**src/rtl/fpu_err_pkg.sv**
```systemverilog
package fpu_err_pkg;

    typedef enum logic [1:0] {
        CLS_WAIT    = 2'd0,
        CLS_NOWAIT  = 2'd1,
        CLS_CLEAR   = 2'd2,
        CLS_RESTORE = 2'd3
    } issue_cls_e;

    typedef enum logic [1:0] {
        ST_RUN    = 2'd0,
        ST_FROZEN = 2'd1,
        ST_THAW   = 2'd2,
        ST_TRAP   = 2'd3
    } frz_state_e;

endpackage

```
**src/rtl/fpu_flag_bank.sv**
```systemverilog
module fpu_flag_bank #(
    parameter int NUM_EXC = 6
) (
    input  logic               clk,
    input  logic               rst_n,
    input  logic [NUM_EXC-1:0] raise_i,
    input  logic               clear_i,
    input  logic               load_i,
    input  logic [NUM_EXC-1:0] load_val_i,
    output logic [NUM_EXC-1:0] flags_o
);

    // One sticky cell per exception; load beats clear beats raise.
    for (genvar gi = 0; gi < NUM_EXC; gi++) begin : g_cell
        logic cell_q;

        always_ff @(posedge clk or negedge rst_n) begin
            if (!rst_n) begin
                cell_q <= 1'b0;
            end else if (load_i) begin
                cell_q <= load_val_i[gi];
            end else if (clear_i) begin
                cell_q <= 1'b0;
            end else if (raise_i[gi]) begin
                cell_q <= 1'b1;
            end
        end

        assign flags_o[gi] = cell_q;
    end

endmodule

```
**src/rtl/fpu_err_pin.sv**
```systemverilog
module fpu_err_pin #(
    parameter int NUM_EXC = 6
) (
    input  logic               clk,
    input  logic               rst_n,
    input  logic [NUM_EXC-1:0] flags_i,
    input  logic [NUM_EXC-1:0] mask_i,
    input  logic [NUM_EXC-1:0] timing_i,
    input  logic               ne_mode_i,
    input  logic               ignore_i,
    input  logic               wait_hit_i,
    output logic               pending_o,
    output logic               err_n_o
);

    logic [NUM_EXC-1:0] unmasked;
    logic               early_pend;
    logic               set_req;
    logic               err_q;

    always_comb begin
        unmasked   = flags_i & ~mask_i;
        pending_o  = |unmasked;
        early_pend = |(unmasked & ~timing_i);
        set_req    = !ne_mode_i && !ignore_i &&
                     (early_pend || (wait_hit_i && pending_o));
    end

    always_ff @(posedge clk or negedge rst_n) begin
        if (!rst_n) begin
            err_q <= 1'b0;
        end else if (ne_mode_i || !pending_o) begin
            err_q <= 1'b0;
        end else if (set_req) begin
            err_q <= 1'b1;
        end
    end

    assign err_n_o = ~err_q;

endmodule

```
**src/rtl/fpu_freeze_fsm.sv**
```systemverilog
module fpu_freeze_fsm
    import fpu_err_pkg::*;
(
    input  logic clk,
    input  logic rst_n,
    input  logic wait_hit_i,
    input  logic pending_i,
    input  logic ne_mode_i,
    input  logic ignore_i,
    input  logic irq_ack_i,
    output logic run_o,
    output logic freeze_o,
    output logic trap_o
);

    frz_state_e state_q;
    frz_state_e state_d;

    always_ff @(posedge clk or negedge rst_n) begin
        if (!rst_n) begin
            state_q <= ST_RUN;
        end else begin
            state_q <= state_d;
        end
    end

    always_comb begin
        state_d = state_q;
        unique case (state_q)
            ST_RUN: begin
                if (wait_hit_i && pending_i) begin
                    if (ne_mode_i) begin
                        state_d = ST_TRAP;
                    end else if (!ignore_i) begin
                        state_d = ST_FROZEN;
                    end
                end
            end
            ST_FROZEN: begin
                if (irq_ack_i) begin
                    state_d = ST_THAW;
                end
            end
            ST_THAW: state_d = ST_RUN;
            ST_TRAP: state_d = ST_RUN;
            default: state_d = ST_RUN;
        endcase
    end

    always_comb begin
        run_o    = 1'b0;
        freeze_o = 1'b0;
        trap_o   = 1'b0;
        unique case (state_q)
            ST_RUN:    run_o    = 1'b1;
            ST_FROZEN: freeze_o = 1'b1;
            ST_THAW:   freeze_o = 1'b1;
            ST_TRAP:   trap_o   = 1'b1;
            default:   run_o    = 1'b1;
        endcase
    end

endmodule

```
**src/rtl/fpu_err_freeze_ctrl.sv**
```systemverilog
module fpu_err_freeze_ctrl
    import fpu_err_pkg::*;
#(
    parameter int NUM_EXC = 6
) (
    input  logic               clk,
    input  logic               rst_n,
    input  logic [NUM_EXC-1:0] exc_raise,
    input  logic [NUM_EXC-1:0] exc_mask,
    input  logic [NUM_EXC-1:0] err_timing,
    input  logic               ne_mode,
    input  logic               ignore_err,
    input  logic               issue_vld,
    input  logic [1:0]         issue_cls,
    input  logic [NUM_EXC-1:0] restore_flags,
    input  logic               irq_ack,
    output logic [NUM_EXC-1:0] flags,
    output logic               err_n,
    output logic               freeze,
    output logic               trap
);

    issue_cls_e cls;
    logic       run;
    logic       accept;
    logic       wait_hit;
    logic       clear_hit;
    logic       load_hit;
    logic       pending;

    always_comb begin
        cls       = issue_cls_e'(issue_cls);
        accept    = issue_vld && run;
        wait_hit  = accept && (cls == CLS_WAIT);
        clear_hit = accept && (cls == CLS_CLEAR);
        load_hit  = accept && (cls == CLS_RESTORE);
    end

    fpu_flag_bank #(.NUM_EXC(NUM_EXC)) u_flags (
        .clk        (clk),
        .rst_n      (rst_n),
        .raise_i    (exc_raise),
        .clear_i    (clear_hit),
        .load_i     (load_hit),
        .load_val_i (restore_flags),
        .flags_o    (flags)
    );

    fpu_err_pin #(.NUM_EXC(NUM_EXC)) u_pin (
        .clk        (clk),
        .rst_n      (rst_n),
        .flags_i    (flags),
        .mask_i     (exc_mask),
        .timing_i   (err_timing),
        .ne_mode_i  (ne_mode),
        .ignore_i   (ignore_err),
        .wait_hit_i (wait_hit),
        .pending_o  (pending),
        .err_n_o    (err_n)
    );

    fpu_freeze_fsm u_fsm (
        .clk        (clk),
        .rst_n      (rst_n),
        .wait_hit_i (wait_hit),
        .pending_i  (pending),
        .ne_mode_i  (ne_mode),
        .ignore_i   (ignore_err),
        .irq_ack_i  (irq_ack),
        .run_o      (run),
        .freeze_o   (freeze),
        .trap_o     (trap)
    );

endmodule

```
**config.mk**
```make
export PLATFORM = sky130hd
export DESIGN_NAME = fpu_err_freeze_ctrl
export DESIGN_NICKNAME = d
export VERILOG_FILES = /design/src/rtl/fpu_err_pkg.sv /design/src/rtl/fpu_flag_bank.sv /design/src/rtl/fpu_err_pin.sv /design/src/rtl/fpu_freeze_fsm.sv /design/src/rtl/fpu_err_freeze_ctrl.sv
export SDC_FILE = /design/constraint.sdc
export NUM_CORES = 1
export LEC_CHECK = 0
export ABC_CLOCK_PERIOD_IN_PS = 1700
export BUFFER_PORTS_ARGS = -buffer_cell sky130_fd_sc_hd__buf_2
export CAP_MARGIN = 20
export CORE_MARGIN = 3
export CORE_UTILIZATION = 41
export CTS_CLUSTER_SIZE = 24
export DETAILED_ROUTE_END_ITERATION = 10
export GPL_ROUTABILITY_DRIVEN = 1
export MAX_ROUTING_LAYER = met4
export PLACE_DENSITY = 0.77
export REMOVE_ABC_BUFFERS = 1
export SYNTH_ARGS = -nofsm -noshare
export SYNTH_HDL_FRONTEND = slang
export SYNTH_SLANG_ARGS = --single-unit
```
**constraint.sdc**
```tcl
create_clock -name clk -period 1.7 [get_ports clk]
set_input_delay 0.255 -clock clk [delete_from_list [all_inputs] [get_ports clk]]
set_output_delay 0.255 -clock clk [all_outputs]
set_load 0.01 [all_outputs]
```
==> results.cfg <==
[status]
outcome = completed

[clock_network]
cts_buffers = 3
clock_latency_ns = 0.26
htree_num_levels = 1
cts_buffer_depth = 2
clkTransAtPathRegs_ns = 0.07
cts_tree = built
root_buffer = clkbuf_4
post-cts-setup-buffers = 0
cts_sinks = 9

[synthesis]
syn_area_um2 = 656
ys_seq_area_frac = 0.344
ys_ff_latch = 9
synth_cell_types = 24
yosysWarnings = 0
synthCells = 76
syn_area_per_cell_um2 = 8.63

[worst_setup_path]
critical_path_class = flop to flop
arrival_ns = 1.73
path_cells = inv_1 > ha_4 > and4bb_1 > a21boi_4 > o221a_1 > nand3_1
required_ns = 1.84
slowest_delay_ns = 0.42
slowest_stage = dfrtp_1
cp.buffers_inverters = 1
crit_fanout = 6
critPathLaunchType = flop
crit_path_end_kind = flop
path_delay_family = compound AO/OA/AOI/OAI gates

[cells_and_area]
area_growth_pct = 33.4
drive_gt1_frac = 0.404
fin_cells = 129
postLayoutCoreUtil = 0.625
n_antenna_cell = 0
nNetsFinal = 151

[floorplanning]
die_w_um = 46.0
core_um2 = 1400
dieHeight_um = 46.0
start_util = 0.469
row_count = 13
dieArea_um2 = 2120
ios = 41

[sta]
timing.final.crit_share = 0.936
min_period_ns = 1.59
hold_viol = 0
skew_ns = 0.00264
max_slew.worst_pin.slew_ns = 0.442
fin_ws_ns = 0.108
relSlewSlack = 0.704
tns_ns = 0
setup_viol = 0
drv_slew = 0
fmax_ghz = 0.628

[place]
hpwl_um = 1370
gp_congestion = 0.743
place_inst = 124
io_buffers = 40
dp_worst_setup_slack_ns = 0.0642

[power_and_ir_drop]
peakVddDrop_mv = 0.615
p_leak_nw = 0.420
p_per_area_nw_per_um2 = 1170
power.total_w = 0.00102

[drt]
ant_nets = 0
dr.pass1.iters = 4
remaining_drc_errors = 0
wire_per_inst_um = 13.2
wirelength_um = 1710
vias = 689
vias_per_cell = 5.34
drt_iter0_markers = 14

[global_routing]
antenna_found_initial = 0
globalRouteTotalUtil = 0.173
grt_overflow = 0
grt_pass1_vias = 641
grt_pass1_wl_um = 2630
grt_max_degree = 13

[job]
maxCapViolations = 0

[worst_hold_path]
holdCritPathClass = primary input to flop
[where the power goes]
group          total (W)  internal (W)  switching, W
combinational   0.000527      0.000245      0.000282
sequential      0.000326      0.000277     0.0000490
clock           0.000172     0.0000905     0.0000812
[layout by cell type (no fill, tap or decap)]
cell and n:
ha_4 1, nand3b_1 2, o221ai_1 1, inv_1 4, o2111ai_1 1, or3_1 1, nor3_1 3, clkbuf_4 3
nor2_1 8, ha_1 3, a21boi_4 1, o22ai_1 2, nand2b_1 7, mux2i_1 1, clkbuf_1 1, o221a_1 1
nand2_1 3, and4bb_1 1, nor3_2 1, dlygate4sd3_1 1, nand3_1 2, o21ai_0 1, dfrtp_1 9, a21oi_1 14
buf_2 40, o2111a_1 1, nand4_1 1
[synthesized netlist by cell type]
library cell / n / area, µm²
nand3b_1: 2 / 15.0
nand3_1: 2 / 10.0
nor2_1: 8 / 30.0
o2111ai_1: 1 / 8.76
ha_1: 4 / 50.1
dfrtp_1: 9 / 225
o221a_1: 1 / 11.3
and4bb_1: 1 / 12.5
a21oi_1: 14 / 70.1
nand2b_1: 7 / 43.8
a21boi_4: 1 / 18.8
clkbuf_1: 1 / 3.75
mux2i_1: 1 / 10.0
nor3_1: 3 / 15.0
o221ai_1: 1 / 8.76
o2111a_1: 1 / 11.3
buf_4: 6 / 45.0
o22ai_1: 2 / 12.5
nor3_2: 1 / 10.0
nand2_1: 3 / 11.3
inv_1: 4 / 15.0
or3_1: 1 / 6.26
o21ai_0: 1 / 5.00
nand4_1: 1 / 6.26
[area by class of cell]
cell class                      count  area (µm²)
Sequential cell                     9         225
Fill cell                         131         524
Tap cell                           15        18.8
Timing Repair Buffer               41         210
Inverter                            4        15.0
Multi-Input combinational cell     56         379
Clock buffer                        4        26.3
[metrics by stage]
step | hold WS, ns | cell area, µm²
after floorplan | -0.0406 | 607
after global placement | 0.121 | 826
after detailed placement | 0.123 | 826
after CTS | 0.260 | 862
after global routing | 0.280 | 875
final | 0.266 | 875
[tightest hold or removal path, cell delays in order]
cell	delay, ns
buf_2	0.10
nor2_1	0.07
a21oi_1	0.06
[repair_timing]
item / CTS / global route
setup endpoints to repair: 0 / 8
resized for setup: 0 / 2
hold buffers: 1 / 0
endpoints found under the hold margin: 9 / 0
[path summary, 6_finish.rpt]
check,startpoint,to,slack [ns],cells past startpoint
hold reg to reg,u_pin.err_q,u_pin.err_q,0.58,2
setup reg to reg,u_fsm.state_q[0],u_fsm.state_q[0],0.11,6
setup / recovery,u_fsm.state_q[0],u_fsm.state_q[0],0.11,6
max in group asynchronous,rst_n,u_flags.g_cell[5].cell_q,1.14,2
min in group asynchronous,rst_n,u_fsm.state_q[0],0.37,2
hold / removal,exc_raise[4],u_flags.g_cell[4].cell_q,0.27,3
[routing by layer]
layer,up-vias,GRT usage,share of wire
met1,315,0.206,0.42
met3,6,0.0356,0.066
met2,26,0.275,0.50
li1,342,-,-
met5,-,-,0
met4,0,0.0852,0.018
[flip-flops by register name, summed over array words and instances, names as in the netlist]
signal and flops:
u_pin.err_q 1, u_flags.g_cell.cell_q 6, u_fsm.state_q 2
[cells by family (layout without fill, tap and decap cells)]
| kind of cell | after synthesis | count (layout) | share of synthesized area |
|---|---|---|---|
| flops | 9 | 9 | 0.344 |
| simple gates | 29 | 29 | 0.244 |
| buf+inv | 11 | 49 | 0.0973 |
| compound gates | 22 | 22 | 0.223 |
| fa+ha+maj | 4 | 4 | 0.0763 |
| mux | 1 | 1 | 0.0153 |
No activity file was read; power rests on OpenSTA's default activity.
